<file path="config.mk">
export PLATFORM = sky130hd
export DESIGN_NAME = tcap_timer_pair
export DESIGN_NICKNAME = d
export VERILOG_FILES = /design/src/rtl/tcap_pkg.sv /design/src/rtl/tcap_prescaler.sv /design/src/rtl/tcap_edge_sync.sv /design/src/rtl/tcap_channel.sv /design/src/rtl/tcap_timer_pair.sv
export SDC_FILE = /design/constraint.sdc
export NUM_CORES = 1
export LEC_CHECK = 0
export ABC_AREA = 1
export BUFFER_PORTS_ARGS = -buffer_cell sky130_fd_sc_hd__buf_2
export CAP_MARGIN = 0
export CORE_AREA = 2 2 126 128
export DETAILED_ROUTE_END_ITERATION = 12
export DIE_AREA = 0 0 128 130
export HOLD_SLACK_MARGIN = 0.08
export MAX_ROUTING_LAYER = met4
export PLACE_DENSITY = 0.71
export SLEW_MARGIN = 20
export SYNTH_ARGS = -nofsm -noshare
export SYNTH_HDL_FRONTEND = slang
export SYNTH_HIERARCHICAL = 1
export SYNTH_SLANG_ARGS = --single-unit
export TNS_END_PERCENT = 30
</file>
<file path="constraint.sdc">
create_clock -name clk -period 2.5 [get_ports clk]
set_input_delay 0.625 -clock clk [delete_from_list [all_inputs] [get_ports clk]]
set_output_delay 0.625 -clock clk [all_outputs]
set_load 0.03 [all_outputs]
</file>
<file path="src/rtl/tcap_pkg.sv">
package tcap_pkg;
  localparam int NUM_CH = 2;

  localparam logic [3:0] ADDR_PSEL = 4'h0;
  localparam logic [3:0] ADDR_MODE = 4'h1;
  localparam logic [3:0] ADDR_CMD  = 4'h2;
  localparam logic [3:0] ADDR_TC   = 4'h4;
  localparam logic [3:0] ADDR_CAP  = 4'h8;
  localparam logic [3:0] ADDR_CNT  = 4'hC;

  // mode register layout: bit 4 chained, bits 3:2 alternating reload, bits 1:0 run
  typedef struct packed {
    logic       chain;
    logic [1:0] bival;
    logic [1:0] run;
  } mode_t;
endpackage

</file>
<file path="src/rtl/tcap_prescaler.sv">
module tcap_prescaler #(
  parameter int PRE_W = 8
) (
  input  logic                     clk,
  input  logic                     rst_n,
  input  logic                     run,
  input  logic [$clog2(PRE_W)-1:0] sel,
  output logic                     tick
);
  logic [PRE_W-1:0] pre_q;
  logic [PRE_W-1:0] pre_d;
  logic [PRE_W-1:0] mask;

  always_comb begin
    for (int i = 0; i < PRE_W; i++) begin
      mask[i] = (i <= int'(sel));
    end
  end

  assign tick = run && ((pre_q & mask) == mask);

  always_comb begin
    pre_d = pre_q;
    if (run) pre_d = pre_q + 1'b1;
    else     pre_d = '0;
  end

  always_ff @(posedge clk or negedge rst_n) begin
    if (!rst_n) pre_q <= '0;
    else        pre_q <= pre_d;
  end

  // the smallest divide is 2, so ticks are never adjacent
  assert_tick_spacing_R2: assert property (@(posedge clk) disable iff (!rst_n)
    tick |=> !tick);
endmodule

</file>
<file path="src/rtl/tcap_edge_sync.sv">
module tcap_edge_sync #(
  parameter int STAGES = 2
) (
  input  logic clk,
  input  logic rst_n,
  input  logic pin,
  output logic rise
);
  logic [STAGES-1:0] sync_q;
  logic [STAGES-1:0] sync_d;
  logic              prev_q;

  always_comb sync_d = {sync_q[STAGES-2:0], pin};

  always_ff @(posedge clk or negedge rst_n) begin
    if (!rst_n) begin
      sync_q <= '0;
      prev_q <= 1'b0;
    end else begin
      sync_q <= sync_d;
      prev_q <= sync_q[STAGES-1];
    end
  end

  assign rise = sync_q[STAGES-1] & ~prev_q;

  assert_rise_single_R6: assert property (@(posedge clk) disable iff (!rst_n)
    rise |=> !rise);
endmodule

</file>
<file path="src/rtl/tcap_channel.sv">
module tcap_channel #(
  parameter int CNT_W  = 16,
  parameter int BYTE_W = 8
) (
  input  logic                      clk,
  input  logic                      rst_n,
  input  logic                      tick,
  input  logic                      load,
  input  logic                      bival,
  input  logic [CNT_W-1:0]          prim_val,
  input  logic                      cap_evt,
  input  logic [CNT_W/BYTE_W-1:0]   cap_we,
  input  logic [BYTE_W-1:0]         cap_wdata,
  output logic [CNT_W-1:0]          cnt,
  output logic [CNT_W-1:0]          cap,
  output logic                      wrap,
  output logic                      tc
);
  localparam int NB = CNT_W / BYTE_W;

  logic [CNT_W-1:0] cnt_q, cnt_d;
  logic [CNT_W-1:0] cap_q, cap_d;
  logic             alt_q, alt_d;
  logic             tc_q;
  logic             at_zero;

  assign at_zero = (cnt_q == '0);
  assign wrap    = tick && !load && at_zero;

  always_comb begin
    cnt_d = cnt_q;
    alt_d = alt_q;
    if (load) begin
      cnt_d = prim_val;
      alt_d = 1'b0;
    end else if (tick) begin
      if (at_zero) begin
        if (bival && !alt_q) begin
          cnt_d = cap_q;
          alt_d = 1'b1;
        end else begin
          cnt_d = prim_val;
          alt_d = 1'b0;
        end
      end else begin
        cnt_d = cnt_q - 1'b1;
      end
    end
  end

  always_comb begin
    cap_d = cap_q;
    for (int b = 0; b < NB; b++) begin
      if (cap_we[b])    cap_d[b*BYTE_W +: BYTE_W] = cap_wdata;
      else if (cap_evt) cap_d[b*BYTE_W +: BYTE_W] = cnt_q[b*BYTE_W +: BYTE_W];
    end
  end

  always_ff @(posedge clk or negedge rst_n) begin
    if (!rst_n) begin
      cnt_q <= '0;
      alt_q <= 1'b0;
      tc_q  <= 1'b0;
    end else begin
      cnt_q <= cnt_d;
      alt_q <= alt_d;
      tc_q  <= wrap;
    end
  end

  // capture contents are left undefined by reset
  always_ff @(posedge clk) begin
    cap_q <= cap_d;
  end

  assign cnt = cnt_q;
  assign cap = cap_q;
  assign tc  = tc_q;

  assert_count_down_R2: assert property (@(posedge clk) disable iff (!rst_n)
    (tick && !load && !at_zero) |=> cnt_q == CNT_W'($past(cnt_q) - 1'b1));
  assert_hold_R9: assert property (@(posedge clk) disable iff (!rst_n)
    (!tick && !load) |=> $stable(cnt_q));
  assert_load_R4: assert property (@(posedge clk) disable iff (!rst_n)
    load |=> cnt_q == $past(prim_val));
  assert_reload_primary_R3: assert property (@(posedge clk) disable iff (!rst_n)
    (wrap && !bival) |=> (cnt_q == $past(prim_val)) && tc_q);
  assert_tc_single_R3: assert property (@(posedge clk) disable iff (!rst_n)
    tc_q |=> !tc_q);
  assert_alternate_R7: assert property (@(posedge clk) disable iff (!rst_n)
    (wrap && bival) |=> cnt_q == ($past(alt_q) ? $past(prim_val) : $past(cap_q)));
  assert_capture_R5: assert property (@(posedge clk) disable iff (!rst_n)
    (cap_evt && cap_we == '0) |=> cap_q == $past(cnt_q));
endmodule

</file>
<file path="src/rtl/tcap_timer_pair.sv">
module tcap_timer_pair
  import tcap_pkg::*;
#(
  parameter int DATA_W      = 8,
  parameter int PRE_W       = 8,
  parameter int SYNC_STAGES = 2
) (
  input  logic              clk,
  input  logic              rst_n,
  input  logic              bus_wr,
  input  logic [3:0]        bus_addr,
  input  logic [DATA_W-1:0] bus_wdata,
  output logic [DATA_W-1:0] bus_rdata,
  input  logic [1:0]        ext_evt,
  output logic [1:0]        tc_o
);
  localparam int CNT_W  = 2 * DATA_W;
  localparam int NB     = CNT_W / DATA_W;
  localparam int SEL_W  = $clog2(PRE_W);
  localparam int MODE_W = $bits(mode_t);

  logic [NUM_CH-1:0][SEL_W-1:0] sel_q, sel_d;
  logic [NUM_CH-1:0][CNT_W-1:0] prim_q, prim_d;
  mode_t                        mode_q, mode_d;

  logic [NUM_CH-1:0]            load, swcap, pre_run, pre_tick, tick, wrap, rise, cap_evt;
  logic [NUM_CH-1:0][NB-1:0]    cap_we;
  logic [NUM_CH-1:0][CNT_W-1:0] cnt, cap;
  logic                         cmd_hit;

  // ---------------- register next state ----------------
  always_comb begin
    sel_d  = sel_q;
    mode_d = mode_q;
    prim_d = prim_q;
    if (bus_wr && bus_addr == ADDR_PSEL) begin
      sel_d[0] = bus_wdata[SEL_W-1:0];
      sel_d[1] = bus_wdata[DATA_W-1 -: SEL_W];
    end
    if (bus_wr && bus_addr == ADDR_MODE) begin
      mode_d = mode_t'(bus_wdata[MODE_W-1:0]);
    end
    for (int c = 0; c < NUM_CH; c++) begin
      for (int b = 0; b < NB; b++) begin
        if (bus_wr && bus_addr == ADDR_TC + 4'(NB*c + b))
          prim_d[c][b*DATA_W +: DATA_W] = bus_wdata;
      end
    end
  end

  always_ff @(posedge clk or negedge rst_n) begin
    if (!rst_n) begin
      sel_q  <= {NUM_CH{SEL_W'(1)}};
      mode_q <= '0;
      prim_q <= '0;
    end else begin
      sel_q  <= sel_d;
      mode_q <= mode_d;
      prim_q <= prim_d;
    end
  end

  // ---------------- commands and capture writes ----------------
  assign cmd_hit = bus_wr && (bus_addr == ADDR_CMD);

  always_comb begin
    for (int c = 0; c < NUM_CH; c++) begin
      swcap[c] = cmd_hit && bus_wdata[c];
      load[c]  = cmd_hit && bus_wdata[NUM_CH + c];
      for (int b = 0; b < NB; b++) begin
        cap_we[c][b] = bus_wr && (bus_addr == ADDR_CAP + 4'(NB*c + b));
      end
    end
  end

  // ---------------- tick routing ----------------
  assign pre_run[0] = mode_q.run[0] && !mode_q.chain;
  assign pre_run[1] = mode_q.run[1] || (mode_q.chain && mode_q.run[0]);
  assign tick[0]    = mode_q.chain ? (pre_tick[1] && mode_q.run[0]) : pre_tick[0];
  assign tick[1]    = mode_q.chain ? (wrap[0] && mode_q.run[1]) : pre_tick[1];

  // ---------------- per-channel datapath ----------------
  for (genvar c = 0; c < NUM_CH; c++) begin : g_ch
    tcap_prescaler #(.PRE_W(PRE_W)) u_pre (
      .clk  (clk),
      .rst_n(rst_n),
      .run  (pre_run[c]),
      .sel  (sel_q[c]),
      .tick (pre_tick[c])
    );

    tcap_edge_sync #(.STAGES(SYNC_STAGES)) u_sync (
      .clk  (clk),
      .rst_n(rst_n),
      .pin  (ext_evt[c]),
      .rise (rise[c])
    );

    assign cap_evt[c] = rise[c] || swcap[c];

    tcap_channel #(.CNT_W(CNT_W), .BYTE_W(DATA_W)) u_ch (
      .clk      (clk),
      .rst_n    (rst_n),
      .tick     (tick[c]),
      .load     (load[c]),
      .bival    (mode_q.bival[c]),
      .prim_val (prim_q[c]),
      .cap_evt  (cap_evt[c]),
      .cap_we   (cap_we[c]),
      .cap_wdata(bus_wdata),
      .cnt      (cnt[c]),
      .cap      (cap[c]),
      .wrap     (wrap[c]),
      .tc       (tc_o[c])
    );
  end

  // ---------------- read mux ----------------
  always_comb begin
    bus_rdata = '0;
    if (bus_addr == ADDR_PSEL) begin
      bus_rdata[SEL_W-1:0]         = sel_q[0];
      bus_rdata[DATA_W-1 -: SEL_W] = sel_q[1];
    end
    if (bus_addr == ADDR_MODE) bus_rdata[MODE_W-1:0] = mode_q;
    for (int c = 0; c < NUM_CH; c++) begin
      for (int b = 0; b < NB; b++) begin
        if (bus_addr == ADDR_TC  + 4'(NB*c + b)) bus_rdata = prim_q[c][b*DATA_W +: DATA_W];
        if (bus_addr == ADDR_CAP + 4'(NB*c + b)) bus_rdata = cap[c][b*DATA_W +: DATA_W];
        if (bus_addr == ADDR_CNT + 4'(NB*c + b)) bus_rdata = cnt[c][b*DATA_W +: DATA_W];
      end
    end
  end

  // chained: the high half moves only when the low half reloads
  assert_chain_step_R8: assert property (@(posedge clk) disable iff (!rst_n)
    (mode_q.chain && !load[1] && !wrap[0]) |=> $stable(cnt[1]));
  assert_chain_bypass_R8: assert property (@(posedge clk) disable iff (!rst_n)
    mode_q.chain |-> !pre_tick[0]);
  assert_sel_unused_R1: assert property (@(posedge clk) disable iff (!rst_n)
    (bus_addr == ADDR_PSEL) |-> bus_rdata[DATA_W-SEL_W-1:SEL_W] == '0);
endmodule

</file>
# == Word-level counts from Yosys, hierarchy flattened ==
# Index checks and enable logic that the tools add are counted.
# word_totals
ff_bits,133
inputBits,17
out_inout_bits,10
# classes
addsub,4
n_lt_le_gt_ge,14
n_eq_ne,16
muxes,43
bitwise,6
n_reduce_logical,48
# op_table
op,n
two-way mux 8 bit,22
two-way mux 16 bit,8
"equality test 4 bit, second input constant",8
zero test 16 bit,2
"subtractor 16 x 1 -> 16 bit, second input constant",2
logical AND 1 bit,27
"<= comparator 3 bit, first input constant",8
"adder 8 x 1 -> 8 bit, second input constant",2
AND 8 bit,2
"equality test 4 x 3 -> 1 bit, second input constant",4
equality test 8 bit,2
nonzero test 2 bit,8
"<= comparator 2 x 3 -> 1 bit, first input constant",4
two-way mux 1 bit,10
"<= comparator 1 x 3 -> 1 bit, first input constant",2
two-way mux 3 bit,2
zero test 1 bit,5
two-way mux 5 bit,1
"equality test 4 x 1 -> 1 bit, second input constant",1
"equality test 4 x 2 -> 1 bit, second input constant",1
zero test 4 bit,1
AND reduction 2 bit,2
logical OR 1 bit,3
AND 1 bit,2
inverter 1 bit,2

# == Longest topological paths before layout ==
# depth
depth_word,15
ltp_mapped,19
ltp_nobuf,19

# == Modules after synthesis ==
# Netlist, hierarchy kept.
# by_module_without_submodules
module,n_inst,cells_per_inst,area_each_um2,seq_area_each_um2
tcap_timer_pair,1,414,2653.8,1078.5
tcap_channel at g_ch[1].u_ch,1,308,2269.7,930.9
tcap_channel at g_ch[0].u_ch,1,303,2245.9,930.9
tcap_prescaler,2,62,464.2,200.2
tcap_edge_sync,2,5,85.1,75.1

# == Worst setup path before layout ==
# No wires, ideal clock.
# synth_path
path_type,input to register
from,input port bus_addr[2]
to,register g_ch[1].u_ch.cnt_q[10]
t_arrival_ps,2636
required_ps,2434
setup_slack_ps,-202
stages,12
path_buffers,3
path_cell_list,nor2_1 -> nand3_1 -> nor2_1 -> buf_2 -> clkbuf_1 -> nor3_1 -> nand3_1 -> o21ai_0 -> nor2_1 -> buf_2 -> a22oi_1 -> nand2_1
# synth_between
elab_chain_len,9
# synth_rtl
element,line,rtl
"start, declared",tcap_timer_pair.sv:11,"input logic [3:0] bus_addr,"
equality test 4 x 2 -> 1 bit,tcap_timer_pair.sv:64,assign cmd_hit = bus_wr && (bus_addr == ADDR_CMD);
logical AND 1 bit,tcap_timer_pair.sv:64,
logical AND 1 bit,tcap_timer_pair.sv:69,load[c] = cmd_hit && bus_wdata[NUM_CH + c];
net load[0],tcap_timer_pair.sv:26,"logic [NUM_CH-1:0] load, swcap, pre_run, pre_tick, tick, wrap, rise, cap_evt;"
zero test 1 bit,tcap_channel.sv:28,assign wrap = tick && !load && at_zero;
logical AND 1 bit (2 in a row),tcap_channel.sv:28,
net wrap[0],tcap_timer_pair.sv:26,
logical AND 1 bit,tcap_timer_pair.sv:80,assign tick[1] = mode_q.chain ? (wrap[0] && mode_q.run[1]) : pre_tick[1];
two-way mux 1 bit,tcap_timer_pair.sv:80,
net tick[1],tcap_timer_pair.sv:26,
nonzero test 2 bit (no line),--,
"end signal, assigned",tcap_channel.sv:65,cnt_q <= cnt_d;
"end, declared",tcap_channel.sv:21,"logic [CNT_W-1:0] cnt_q, cnt_d;"
# The timed path passes the listed nets, and every way through them passes these cells.
# A chain may end at the register's enable or synchronous reset.

# == Worst setup path after layout ==
# layout_path
from,input port bus_addr[0]
to,output port bus_rdata[2]
# layout_between
elab_chain_len,15
# layout_rtl
element,line,rtl
zero test 4 bit,tcap_timer_pair.sv:121,if (bus_addr == ADDR_PSEL) begin
two-way mux 3 bit,tcap_timer_pair.sv:121,
two-way mux 5 bit,tcap_timer_pair.sv:125,if (bus_addr == ADDR_MODE) bus_rdata[MODE_W-1:0] = mode_q;
two-way mux 8 bit,tcap_timer_pair.sv:128,if (bus_addr == ADDR_TC + 4'(NB*c + b)) bus_rdata = prim_q[c][b*DATA_W +: DATA_W];
two-way mux 8 bit,tcap_timer_pair.sv:129,if (bus_addr == ADDR_CAP + 4'(NB*c + b)) bus_rdata = cap[c][b*DATA_W +: DATA_W];
two-way mux 8 bit,tcap_timer_pair.sv:130,if (bus_addr == ADDR_CNT + 4'(NB*c + b)) bus_rdata = cnt[c][b*DATA_W +: DATA_W];
two-way mux 8 bit,tcap_timer_pair.sv:128,
two-way mux 8 bit,tcap_timer_pair.sv:129,
two-way mux 8 bit,tcap_timer_pair.sv:130,
two-way mux 8 bit,tcap_timer_pair.sv:128,
two-way mux 8 bit,tcap_timer_pair.sv:129,
two-way mux 8 bit,tcap_timer_pair.sv:130,
two-way mux 8 bit,tcap_timer_pair.sv:128,
two-way mux 8 bit,tcap_timer_pair.sv:129,
two-way mux 8 bit (*),tcap_timer_pair.sv:130,
"end, declared",tcap_timer_pair.sv:13,"output logic [DATA_W-1:0] bus_rdata,"
# Mark *: on every way between the ends. The rest lies on a longest branch, timed or not.

==> out/qor.csv <==
metric,value,unit
Die Width,128,um
reg-to-reg startpoint,sel_q[1],
PnR Total Power,0.009746,W
Post-synth EDFFs,32,
"count leader, synth",nand2_1,
mux contribution to synthesized area,0.1362,%
post-synth top area share,29.96,%
CTS buffer count,17,
register area share after synthesis,42.22,%
max-slew violation count,0,
crit end category,output pin,
R2R depth,17,
CP most frequent cell,nand3_1,
hpwl dp,19000,um
Worst Setup SP,bus_addr[0],
Final GP Congestion,0.9924,
cts hold-fix bufs,0,
outcome,"finished, violations left",
Post-Place Setup Slack,-245.3,ps
Mapped Area,8268,um^2
crit-path max FO,5,
Main synth FF type,dfrtp_1,
simple-gate portion of the synthesized area,37.95,%
detailed-route via count,8362,
Final Hold Fails,0,
Worst slew margin,47.83,%
maximum vdd drop,0.5386,mV
PnR worst setup slack,-107.6,ps
post-synthesis xor/xnor area fraction,0.9534,%
dominant cell type by area after synthesis,dfrtp_1,
Clock Tree Buf Depth,2,
Final Cycle Share,104.3,%
die area,16640,um^2
Crit path required time,1880,ps
RSZ-0062 raised after global routing,yes,
initial antenna violation count,1,
largest family of logic cells by synthesized area,simple AND/OR/NAND/NOR gates,
skew final,8.586,ps
flop2flop setup slack,220,ps
DRC Markers,0,
failing checks,setup timing,
initial core utilization,53.60,%
Rows,46,
number of max-cap violations,0,
Slew @ Worst Pin,781.8,ps
PortBufs,26,
H-tree levels,4,
Vias/cell,5.673,
Leak,4.956,nW
ANT nets after route,0,
post-synth net total,1182,
type of origin of the critical path,input pin,
crit path kind,in -> out,
Setup Viol. Count Final,8,
Yosys reg bits,133,
post-synthesis cell count,1159,
GRT Util Overall,33.70,%
Crit path depth,13,
CTS tree,yes,
max incr delay on CP,180,ps
Final min period,2608,ps
GR Overflow Total,0,
"Slowest-stage cell, CP",buf_4,
die height,130,um
I/O Pins,27,
initial drt markers,810,
Synthesis Warnings,6,
PD cells,946.3,nW/um^2
post-DR wirelength/cell,18.01,um
sum of negative setup slack,-283.4,ps
first-pass GRT wire length,41140,um
"FFs w/ async S/R, synth",75.94,%
clk slew on worst S/H paths,60,ps
final net count,1291,
Multi-input gate area,4405,um^2
Hold/Removal Path Class,in -> async,
syn_area_per_cell,7.134,um^2
Unique masters post-synth,45,
layout overhead on the synthesized area,24.56,%
Commonest cells post-synth,"411 x nand2_1, 130 x inv_1, 108 x nand3_1",
clk sinks,133,
CP cell instances,buf_12 > inv_8 > buf_4 > nor2_2 > nand3_1 > nand3_1 > nor2_2 > nand4_1 > nand2_1 > nand4_1 > nand2_2 > nand3_1 > buf_4,
Clock Latency Late Sink,430,ps
Synth Area in Compound Gates,9.488,%
# fillers,1302,
adder-cell share of the synthesized area,0.9080,%
WL final,26550,um
Critical path buffers and inverters,4,
core area,15420,um^2
"delay-heaviest family, CP",simple AND/OR/NAND/NOR gates,
fmax,383.5,MHz
number of global-route vias before repair,7583,
layout cells sized above 1,23.42,%
critical path arrival,1980,ps
synth top area cells,"dfrtp_1 30%, nand2_1 19%, edfxtp_1 12%",
root buffer cell,clkbuf_16,
register area,3493,um^2
drt pass-1 iters,6,
pin count of the biggest net entering global routing,37,
## path summary, 6_finish.rpt
| path | endpoint |
|---|---|
| worst max-delay path | bus_rdata[2] |
| worst min-delay path | g_ch[0].u_pre/pre_q[4] |
| worst max register to register | g_ch[1].u_ch/cnt[14] |
| worst min register to register | g_ch[1].u_sync/sync_q[1] |
| max in group asynchronous | sel_q[3] |
| min in group clk | g_ch[0].u_sync/sync_q[0] |
## area by class of cell
cell class	instances	share of cell area (%)
repair buffers	117	9.804
multi-input cells	861	42.78
diodes	1	0.02430
inverters	138	5.394
clock inverters	15	1.616
flip-flops and latches	133	33.92
clock buffers	17	4.131
well taps	192	2.333
## layer usage
| layer | routed length (um) | GRT usage, % | up-vias |
|---|---|---|---|
| li1 | - | - | 3973 |
| met1 | 10810 | 44.19 | 3879 |
| met2 | 12280 | 52.88 | 429 |
| met3 | 2383 | 5.248 | 81 |
| met4 | 1065 | 13.64 | 0 |
| met5 | 0 | - | - |
## state kept, by name (all words and copies together), names as in the netlist
| name | cells |
|---|---|
| g_ch.u_ch/cap | 32 |
| g_ch.u_ch/cnt | 32 |
| prim_q | 32 |
| g_ch.u_pre/pre_q | 16 |
| sel_q | 6 |
| mode_q | 5 |
| g_ch.u_sync/sync_q | 4 |
| g_ch.u_ch/alt_q | 2 |
| g_ch.u_ch/tc | 2 |
| g_ch.u_sync/prev_q | 2 |
## timing repair
| item | CTS | global route |
|---|---|---|
| buffers inserted | 3 | 6 |
| resized for setup | 79 | 63 |
| setup endpoints to repair | 26 | 30 |
| pin swaps | 19 | 32 |
## kinds of logic after synthesis
logic type / count (synthesis)
buffers and inverters: 165
and+or+nand+nor: 705
xor gates and xnor gates: 9
muxes: 1
adders and majority gates: 6
AOI/OAI and AO/OA: 140
DFF: 133
## cell usage in the layout, fill, tap and decap left out, types with 8 or more instances in the layout
master,instances
nand2_1,392
inv_1,120
dfrtp_1,97
nand3_1,93
o21ai_0,89
buf_4,80
nor2_1,69
edfxtp_1,32
nor2_2,30
nand2_2,26
a22oi_1,24
nand3_2,23
nor2_4,22
nand4_1,21
clkbuf_16,17
buf_6,15
a21oi_1,14
buf_2,13
or2_2,9
inv_2,8
buf_12,8
## per-stage QoR
stage	hold slack [ps]	cell area [um^2]	util, %	instances
after floorplan	329.4	8277	-	1159
after global placement	334.1	9168	59.43	1434
after detailed placement	341.0	9170	59.45	1434
after CTS	156.9	10020	64.97	1467
after global routing	188.7	10300	66.77	1474
final	152.2	10300	66.77	1474
## where the power goes
part           internal (W)  leakage (nW)  total [W]  switching (W)
Sequential          0.00276          1.61    0.00336       0.000604
Clock               0.00149         0.296    0.00254        0.00104
Combinational       0.00140          3.05    0.00385        0.00244
Note: power is estimated with default switching activity, not from simulation.
